[config.mk]
export PLATFORM = sky130hd
export DESIGN_NAME = sd_cmd_issue
export DESIGN_NICKNAME = d
export VERILOG_FILES = /design/src/rtl/sdci_pkg.sv /design/src/rtl/sdci_cmd_ctrl.sv /design/src/rtl/sdci_resp_store.sv /design/src/rtl/sdci_status.sv /design/src/rtl/sd_cmd_issue.sv
export SDC_FILE = /design/constraint.sdc
export NUM_CORES = 1
export LEC_CHECK = 0
export BUFFER_PORTS_ARGS = -buffer_cell sky130_fd_sc_hd__buf_2
export CORE_UTILIZATION = 43
export CTS_CLUSTER_DIAMETER = 40
export CTS_CLUSTER_SIZE = 28
export DETAILED_ROUTE_END_ITERATION = 6
export GPL_TIMING_DRIVEN = 0
export PLACE_DENSITY = 0.76
export SLEW_MARGIN = 25
export SYNTH_ARGS = -nofsm -noshare
export SYNTH_HDL_FRONTEND = slang
export SYNTH_SLANG_ARGS = --single-unit
[constraint.sdc]
create_clock -name clk_i -period 4.8 [get_ports clk_i]
set_clock_uncertainty 0.1 [all_clocks]
set_input_delay 0.96 -clock clk_i [delete_from_list [all_inputs] [get_ports clk_i]]
set_output_delay 0.96 -clock clk_i [all_outputs]
set_load 0.05 [all_outputs]
[src/rtl/sdci_pkg.sv]
package sdci_pkg;
  localparam int unsigned ADDR_W = 8;
  localparam int unsigned DATA_W = 32;
  localparam int unsigned STS_W  = 11;

  localparam logic [ADDR_W-1:0] OFF_CMD  = 8'h00;
  localparam logic [ADDR_W-1:0] OFF_ARG  = 8'h04;
  localparam logic [ADDR_W-1:0] OFF_RESP = 8'h10;
  localparam logic [ADDR_W-1:0] OFF_STS  = 8'h20;

  localparam int unsigned CB_NEW  = 15;
  localparam int unsigned CB_FAIL = 14;
  localparam int unsigned CB_BUSY = 11;
  localparam int unsigned CB_NORS = 10;
  localparam int unsigned CB_LONG = 9;
  localparam int unsigned CB_WR   = 7;
  localparam int unsigned CB_RD   = 6;

  localparam int unsigned SB_BUSY  = 10;
  localparam int unsigned SB_BLK   = 9;
  localparam int unsigned SB_SDIO  = 8;
  localparam int unsigned SB_REWTO = 7;
  localparam int unsigned SB_CMDTO = 6;
  localparam int unsigned SB_CRC16 = 5;
  localparam int unsigned SB_CRC7  = 4;
  localparam int unsigned SB_FIFO  = 3;
  localparam int unsigned SB_DATA  = 0;

  localparam logic [STS_W-1:0] STICKY_MASK = 11'h7F8;

  typedef struct packed {
    logic       busy;
    logic       noresp;
    logic       long_r;
    logic       wr;
    logic       rd;
    logic [5:0] idx;
  } cmd_t;
endpackage

[src/rtl/sdci_cmd_ctrl.sv]
module sdci_cmd_ctrl
  import sdci_pkg::*;
(
  input  logic        clk_i,
  input  logic        rst_ni,
  input  logic        wr_en_i,
  input  logic [15:0] wdata_i,
  input  logic        done_i,
  input  logic        err_i,
  output logic        new_o,
  output logic        fail_o,
  output logic        start_o,
  output cmd_t        cmd_o
);
  logic new_q, fail_q, start_q, accept;
  cmd_t cmd_q;

  assign accept = wr_en_i && !new_q;

  always_ff @(posedge clk_i or negedge rst_ni) begin
    if (!rst_ni) begin
      new_q   <= 1'b0;
      fail_q  <= 1'b0;
      start_q <= 1'b0;
      cmd_q   <= '0;
    end else begin
      start_q <= 1'b0;
      if (accept) begin
        cmd_q.busy   <= wdata_i[CB_BUSY];
        cmd_q.noresp <= wdata_i[CB_NORS];
        cmd_q.long_r <= wdata_i[CB_LONG];
        cmd_q.wr     <= wdata_i[CB_WR];
        cmd_q.rd     <= wdata_i[CB_RD];
        cmd_q.idx    <= wdata_i[5:0];
        new_q        <= wdata_i[CB_NEW];
        start_q      <= wdata_i[CB_NEW];
        fail_q       <= 1'b0;
      end else if (new_q && done_i) begin
        new_q  <= 1'b0;
        fail_q <= err_i;
      end
    end
  end

  assign new_o   = new_q;
  assign fail_o  = fail_q;
  assign start_o = start_q;
  assign cmd_o   = cmd_q;

  AST_START_WITH_NEW: assert property (@(posedge clk_i) disable iff (!rst_ni)
    start_o |-> new_o);
  AST_START_ONE_CYCLE: assert property (@(posedge clk_i) disable iff (!rst_ni)
    start_o |=> !start_o);
  AST_NEW_HOLDS: assert property (@(posedge clk_i) disable iff (!rst_ni)
    (new_o && !done_i) |=> new_o);
  AST_INFLIGHT_WRITE_DROPPED: assert property (@(posedge clk_i) disable iff (!rst_ni)
    (new_o && wr_en_i) |=> $stable(cmd_o));
  AST_FAIL_ON_ERROR: assert property (@(posedge clk_i) disable iff (!rst_ni)
    (new_o && done_i && err_i) |=> (fail_o && !new_o));
endmodule

[src/rtl/sdci_resp_store.sv]
module sdci_resp_store #(
  parameter int unsigned WORDS = 4,
  parameter int unsigned W     = 32
) (
  input  logic               clk_i,
  input  logic               rst_ni,
  input  logic               cap_short_i,
  input  logic               cap_long_i,
  input  logic [WORDS*W-1:0] resp_i,
  output logic [WORDS*W-1:0] words_o
);
  for (genvar g = 0; g < WORDS; g++) begin : g_word
    logic [W-1:0] word_q;
    logic         load;
    if (g == 0) begin : g_low
      assign load = cap_short_i || cap_long_i;
    end else begin : g_high
      assign load = cap_long_i;
    end
    always_ff @(posedge clk_i or negedge rst_ni) begin
      if (!rst_ni)   word_q <= '0;
      else if (load) word_q <= resp_i[g*W +: W];
    end
    assign words_o[g*W +: W] = word_q;
  end

  AST_UPPER_NEEDS_LONG: assert property (@(posedge clk_i) disable iff (!rst_ni)
    !cap_long_i |=> $stable(words_o[WORDS*W-1:W]));
endmodule

[src/rtl/sdci_status.sv]
module sdci_status
  import sdci_pkg::*;
(
  input  logic             clk_i,
  input  logic             rst_ni,
  input  logic             clr_en_i,
  input  logic [STS_W-1:0] clr_mask_i,
  input  logic [STS_W-1:0] set_i,
  input  logic             data_flag_i,
  output logic [STS_W-1:0] sts_o
);
  logic [STS_W-1:0] sticky_q, clr_eff;

  assign clr_eff = clr_en_i ? (clr_mask_i & STICKY_MASK) : '0;

  always_ff @(posedge clk_i or negedge rst_ni) begin
    if (!rst_ni) sticky_q <= '0;
    else         sticky_q <= (sticky_q & ~clr_eff) | (set_i & STICKY_MASK);
  end

  always_comb begin
    sts_o          = sticky_q & STICKY_MASK;
    sts_o[SB_DATA] = data_flag_i;
  end

  AST_SET_WINS: assert property (@(posedge clk_i) disable iff (!rst_ni)
    set_i[SB_BLK] |=> sts_o[SB_BLK]);
  AST_W1C_CLEARS: assert property (@(posedge clk_i) disable iff (!rst_ni)
    (clr_en_i && clr_mask_i[SB_FIFO] && !set_i[SB_FIFO]) |=> !sts_o[SB_FIFO]);
  AST_ZERO_KEEPS: assert property (@(posedge clk_i) disable iff (!rst_ni)
    (sts_o[SB_SDIO] && !(clr_en_i && clr_mask_i[SB_SDIO])) |=> sts_o[SB_SDIO]);
endmodule

[src/rtl/sd_cmd_issue.sv]
module sd_cmd_issue
  import sdci_pkg::*;
#(
  parameter int unsigned RESP_WORDS = 4
) (
  input  logic                       clk_i,
  input  logic                       rst_ni,
  input  logic                       bus_we_i,
  input  logic [7:0]                 bus_addr_i,
  input  logic [31:0]                bus_wdata_i,
  output logic [31:0]                bus_rdata_o,
  output logic                       eng_start_o,
  output logic [5:0]                 eng_idx_o,
  output logic [31:0]                eng_arg_o,
  output logic                       eng_rd_o,
  output logic                       eng_wr_o,
  output logic                       eng_long_o,
  output logic                       eng_noresp_o,
  output logic                       eng_busy_o,
  input  logic                       eng_done_i,
  input  logic                       eng_timeout_i,
  input  logic                       eng_crc7_i,
  input  logic [RESP_WORDS*32-1:0]   eng_resp_i,
  input  logic                       card_busy_end_i,
  input  logic                       blk_evt_i,
  input  logic                       sdio_evt_i,
  input  logic                       rew_timeout_i,
  input  logic                       crc16_err_i,
  input  logic                       fifo_err_i,
  input  logic                       data_flag_i
);
  localparam int unsigned RESP_BITS = RESP_WORDS * DATA_W;
  localparam int unsigned RESP_END  = OFF_RESP + 4 * RESP_WORDS;

  logic                 cmd_new, cmd_fail, cmd_err, done_act, done_ok;
  logic                 wr_cmd, wr_arg, wr_sts, busy_pend_q;
  logic [DATA_W-1:0]    arg_q;
  logic [RESP_BITS-1:0] resp_words;
  logic [STS_W-1:0]     sts, sts_set;
  cmd_t                 cmd;

  assign wr_cmd   = bus_we_i && (bus_addr_i == OFF_CMD);
  assign wr_arg   = bus_we_i && (bus_addr_i == OFF_ARG);
  assign wr_sts   = bus_we_i && (bus_addr_i == OFF_STS);
  assign cmd_err  = eng_timeout_i || eng_crc7_i;
  assign done_act = cmd_new && eng_done_i;
  assign done_ok  = done_act && !cmd_err;

  sdci_cmd_ctrl u_ctrl (
    .clk_i   (clk_i),
    .rst_ni  (rst_ni),
    .wr_en_i (wr_cmd),
    .wdata_i (bus_wdata_i[15:0]),
    .done_i  (eng_done_i),
    .err_i   (cmd_err),
    .new_o   (cmd_new),
    .fail_o  (cmd_fail),
    .start_o (eng_start_o),
    .cmd_o   (cmd)
  );

  always_ff @(posedge clk_i or negedge rst_ni) begin
    if (!rst_ni)     arg_q <= '0;
    else if (wr_arg) arg_q <= bus_wdata_i;
  end

  sdci_resp_store #(.WORDS(RESP_WORDS), .W(DATA_W)) u_resp (
    .clk_i       (clk_i),
    .rst_ni      (rst_ni),
    .cap_short_i (done_ok && !cmd.noresp && !cmd.long_r),
    .cap_long_i  (done_ok && !cmd.noresp && cmd.long_r),
    .resp_i      (eng_resp_i),
    .words_o     (resp_words)
  );

  // busy interrupt armed only by a clean busy-wait completion
  always_ff @(posedge clk_i or negedge rst_ni) begin
    if (!rst_ni)                         busy_pend_q <= 1'b0;
    else if (done_ok && cmd.busy)        busy_pend_q <= 1'b1;
    else if (card_busy_end_i || done_act) busy_pend_q <= 1'b0;
  end

  always_comb begin
    sts_set           = '0;
    sts_set[SB_BUSY]  = card_busy_end_i && busy_pend_q;
    sts_set[SB_BLK]   = blk_evt_i;
    sts_set[SB_SDIO]  = sdio_evt_i;
    sts_set[SB_REWTO] = rew_timeout_i;
    sts_set[SB_CMDTO] = done_act && eng_timeout_i;
    sts_set[SB_CRC16] = crc16_err_i;
    sts_set[SB_CRC7]  = done_act && eng_crc7_i;
    sts_set[SB_FIFO]  = fifo_err_i;
  end

  sdci_status u_sts (
    .clk_i       (clk_i),
    .rst_ni      (rst_ni),
    .clr_en_i    (wr_sts),
    .clr_mask_i  (bus_wdata_i[STS_W-1:0]),
    .set_i       (sts_set),
    .data_flag_i (data_flag_i),
    .sts_o       (sts)
  );

  always_comb begin
    bus_rdata_o = '0;
    if (bus_addr_i == OFF_CMD) begin
      bus_rdata_o[CB_NEW]  = cmd_new;
      bus_rdata_o[CB_FAIL] = cmd_fail;
      bus_rdata_o[CB_BUSY] = cmd.busy;
      bus_rdata_o[CB_NORS] = cmd.noresp;
      bus_rdata_o[CB_LONG] = cmd.long_r;
      bus_rdata_o[CB_WR]   = cmd.wr;
      bus_rdata_o[CB_RD]   = cmd.rd;
      bus_rdata_o[5:0]     = cmd.idx;
    end else if (bus_addr_i == OFF_ARG) begin
      bus_rdata_o = arg_q;
    end else if (bus_addr_i == OFF_STS) begin
      bus_rdata_o[STS_W-1:0] = sts;
    end else if (bus_addr_i >= OFF_RESP && 32'(bus_addr_i) < RESP_END
                 && bus_addr_i[1:0] == 2'b00) begin
      for (int i = 0; i < RESP_WORDS; i++)
        if (32'(bus_addr_i) == OFF_RESP + 4 * i)
          bus_rdata_o = resp_words[i*DATA_W +: DATA_W];
    end
  end

  assign eng_idx_o    = cmd.idx;
  assign eng_arg_o    = arg_q;
  assign eng_rd_o     = cmd.rd;
  assign eng_wr_o     = cmd.wr;
  assign eng_long_o   = cmd.long_r;
  assign eng_noresp_o = cmd.noresp;
  assign eng_busy_o   = cmd.busy;

  AST_NORESP_KEEPS: assert property (@(posedge clk_i) disable iff (!rst_ni)
    (done_act && cmd.noresp) |=> $stable(resp_words));
  AST_ERROR_KEEPS_RESP: assert property (@(posedge clk_i) disable iff (!rst_ni)
    (done_act && cmd_err) |=> $stable(resp_words));
  AST_BUSY_IRQ_SOURCE: assert property (@(posedge clk_i) disable iff (!rst_ni)
    $rose(sts[SB_BUSY]) |-> $past(card_busy_end_i && busy_pend_q));
  AST_CMDTO_FLAG: assert property (@(posedge clk_i) disable iff (!rst_ni)
    (done_act && eng_timeout_i) |=> sts[SB_CMDTO]);
endmodule

==> results.yml <==
drt:
  drc_errors: 0
  metal_1_wl_microns: 10300
  wl_met2_microns: 11700
  detail_route.first_pass.iterations: 4
  route.detailed.wl_per_inst_microns: 20.8
  met3_length_microns: 1170
  drt-vias-per-instance: 5.38
  routed_wirelength_microns: 23900
  top_layer_used: "met5"
  detailroute.via_count: 6202
  dr.first_iter.drc_count: 298
  route.antenna.remaining_nets: 0
yosys:
  post_synth_fa_ha_maj_area_fraction_pct: 0
  synth.mux.area_fraction_pct: 30.0
  avgSynthCellArea_sq_um: 13.9
  postSynthCellCount: 600
  synth_nets: 781
  yosys_register_bits: 183
  synth_xor_xnor_area_share_pct: 0
  netlist.top_cell.by_area: "dfrtp_1"
  synth_compound_gate_area_share_pct: 7.59
  synth_area_sq_um: 8340
  post_synth_and_or_nand_nor_area_fraction_pct: 5.20
  largest_family_of_logic_cells_by_synthesized_area: "multiplexers"
  yosys.cell_types.count: 43
  sequential_area_share_after_synthesis_pct: 54.9
  netlist_top_cells_area: "dfrtp_1 55%, mux2_2 23%, mux4_2 4.0%, mux2i_1 2.0%, o21ai_0 1.6%"
  number_of_warnings_reported_in_the_yosys_synthesis_log: 0
  yosysTopAreaCellShare_pct: 54.9
worst_setup_path:
  worstRegToRegCells: 6
  critical_path.reg2reg.startpoint: "u_ctrl.new_o$_DFFE_PN0P_"
  regToRegSetupSlack_ps: 2090
  worst-path-max-fanout: 10
  cp.arrival_ps: 3410
  worstSetupPathType: "in -> out"
  worst_setup_path_start_kind: "input pin"
  worstSetupEndpointType: "primary output"
  critical_path_s_slowest_cell: "buf_1"
  worst_path_largest_cell_delay_ps: 710
  crit_chain: "buf_2 -> buf_1 -> buf_1 -> mux4_2 -> a2bb2oi_1 -> nor2_1 -> buf_2"
  rr_endpoint: "u_resp.g_word[1].word_q[16]$_DFFE_PN0P_"
  worst_ep_required_time_ps: 3740
floorplan:
  die_height_microns: 141
  die_boundary_width_microns: 141
  placementRows: 50
  initial_utilization_pct: 44.3
  area_of_the_core_sq_um: 18800
  number_of_top_level_pins: 257
  die_area_sq_um: 20000
power_and_ir_drop:
  static-leakage-power_nw: 5.58
  fin_total_pwr_mw: 3.19
  worst_ir_drop_vdd_uv: 226
  power_dens_cells_nw_per_um2: 302
clock_tree:
  clock_path_buffers: 2
  post_cts_hold_buffer_count: 0
  cts_buffers: 17
  cts_tree: "built"
  numClockSinks: 183
  clock_tree.htree_level_count: 4
  clkTransAtPathRegs_ps: 70
  cts_resized: 0
  clock-root-buffer: "clkbuf_16"
  cts_setup_buffers: 0
  worstSkewPairLatency_ps: 430
global_route:
  groute.usage.overall_pct: 24.7
  grt_pass1_vias: 6489
  number_of_antenna_violations_at_the_first_check_in_global_routing: 5
  grt_remaining_overflow: 0
  grt_start_max_net_pins: 70
  global_route_wire_length_before_repair_microns: 36500
final_layout:
  register_area_sq_um: 4580
  fin_util_pct: 56.2
  final_layout_size_suffix_gt1_share_pct: 56.8
  total_area_of_multi_input_combinational_cells_sq_um: 3570
  area_growth_syn_to_layout_pct: 26.9
  final_cells: 1153
  finish.net_count: 1057
  num-fill-cells: 1580
sta:
  finalHoldViolations: 0
  layout_worst_path_cycle_share_pct: 93.1
  final.min_clock_period_ps: 4470
  setup_violation_total_in_the_final_timing_report: 0
  fmax_mhz: 224
  finalHoldWorstSlack_ps: 328
  rsz0062_at_grt: "false"
  maxSlewViolCount: 0
  slew_headroom_pct: 34.1
  tightest_slew_ps: 982
placement:
  place_hpwl_microns: 17900
  globalplace.congestion: 0.861
  portBuffers: 255
  dpl.cell_count: 1117
status:
  run_status: "finished, final reports clean"
job:
  maxCapViolations: 0
hold_path:
  min_path_type: "in -> async"
sequential cells by signal (all words and copies together) (netlist names):
signal	count
busy_pend_q	1
eng_arg_o	32
u_ctrl.cmd_o	11
u_ctrl.fail_o	1
u_ctrl.new_o	1
u_ctrl.start_o	1
u_resp.g_word.word_q	128
u_sts.sticky_q	8
area by class of cell:
class | instances | share of cell area, %
Sequential cell | 183 | 43.3
Timing Repair Buffer | 257 | 12.7
Inverter | 3 | 0.106
Multi-Input combinational cell | 377 | 33.8
Antenna cell | 4 | 0.0946
Clock inverter | 14 | 1.25
Buffer | 37 | 1.73
Clock buffer | 18 | 4.05
Tap cell | 260 | 3.07
cell usage after synthesis, drive strengths merged:
library cell    n
nor4            3
nand3           1
nor3b           1
buf            27
a22o            8
or4             2
nand2          30
mux2i          17
nor3            5
and2            1
nor4b           2
mux4           15
clkbuf         10
o21ai          27
mux2          177
a311oi          8
and4b           1
nor2           13
or2             1
a21o            7
a32o            2
a211oi          3
inv             3
a22oi          11
nand2b          1
or3             1
dfrtp         183
or2b            1
and3            8
a21oi           8
nand3b          1
nor2b           4
or4b            2
a31o            1
a2bb2oi        15
metal layers:
metal / vias up / track usage, %
met5: - / 0
met4: 4 / 9.90
met3: 53 / 5.57
met2: 191 / 41.3
met1: 3162 / 31.1
li1: 2792 / -
where the power goes:
group	internal, mW	switching, mW
registers	1.56	0.0165
clock network	0.686	0.653
logic	0.103	0.171
total	2.35	0.841
cells in the final DEF, fill, tap and decap left out, types with 12 or more instances in the layout:
| cell type | instances |
|---|---|
| buf_2 | 265 |
| nor2_1 | 12 |
| mux2_2 | 173 |
| dfrtp_1 | 183 |
| a2bb2oi_1 | 15 |
| o21ai_0 | 27 |
| mux2i_1 | 17 |
| mux4_2 | 15 |
| clkbuf_16 | 17 |
| nand2_1 | 30 |
worst max-delay path, delay by kind of cell:
| kind | cells | cell delay, ps |
|---|---|---|
| AOI/OAI and AO/OA | 1 | 200 |
| buffers and inverters | 4 | 1700 |
| muxes | 1 | 460 |
| and+or+nand+nor | 1 | 70 |
stage by stage:
stage               cell area [sq um]  TNS (ps)  setup WS [ps]
floorplan                        8340         0            485
global placement                 9940    -55170           -321
detailed placement              10000         0            318
CTS                             10600         0            317
global route                    10600         0            231
finish                          10600         0            333
kinds of logic (layout without fill, tap and decap cells):
logic type	Yosys count	after routing
mux	209	209
flops	183	183
compound gates	90	90
simple gates	78	78
buf+inv	40	329
other cells	0	4
how the worst max path moves through the flow:
stage	startpoint	end	slack [ps]
5_1_grt	bus_addr_i[3]	bus_rdata_o[2]	230
4_1_cts	bus_addr_i[3]	bus_rdata_o[2]	320
3_5_place_dp	bus_addr_i[3]	bus_rdata_o[2]	320
2_1_floorplan	bus_addr_i[2]	bus_rdata_o[16]	490
6_report	bus_addr_i[3]	bus_rdata_o[2]	330
3_3_place_gp	rst_ni	u_resp.g_word[2].word_q[9]$_DFFE_PN0P_	-320
Note: power is estimated with default switching activity, not from simulation.
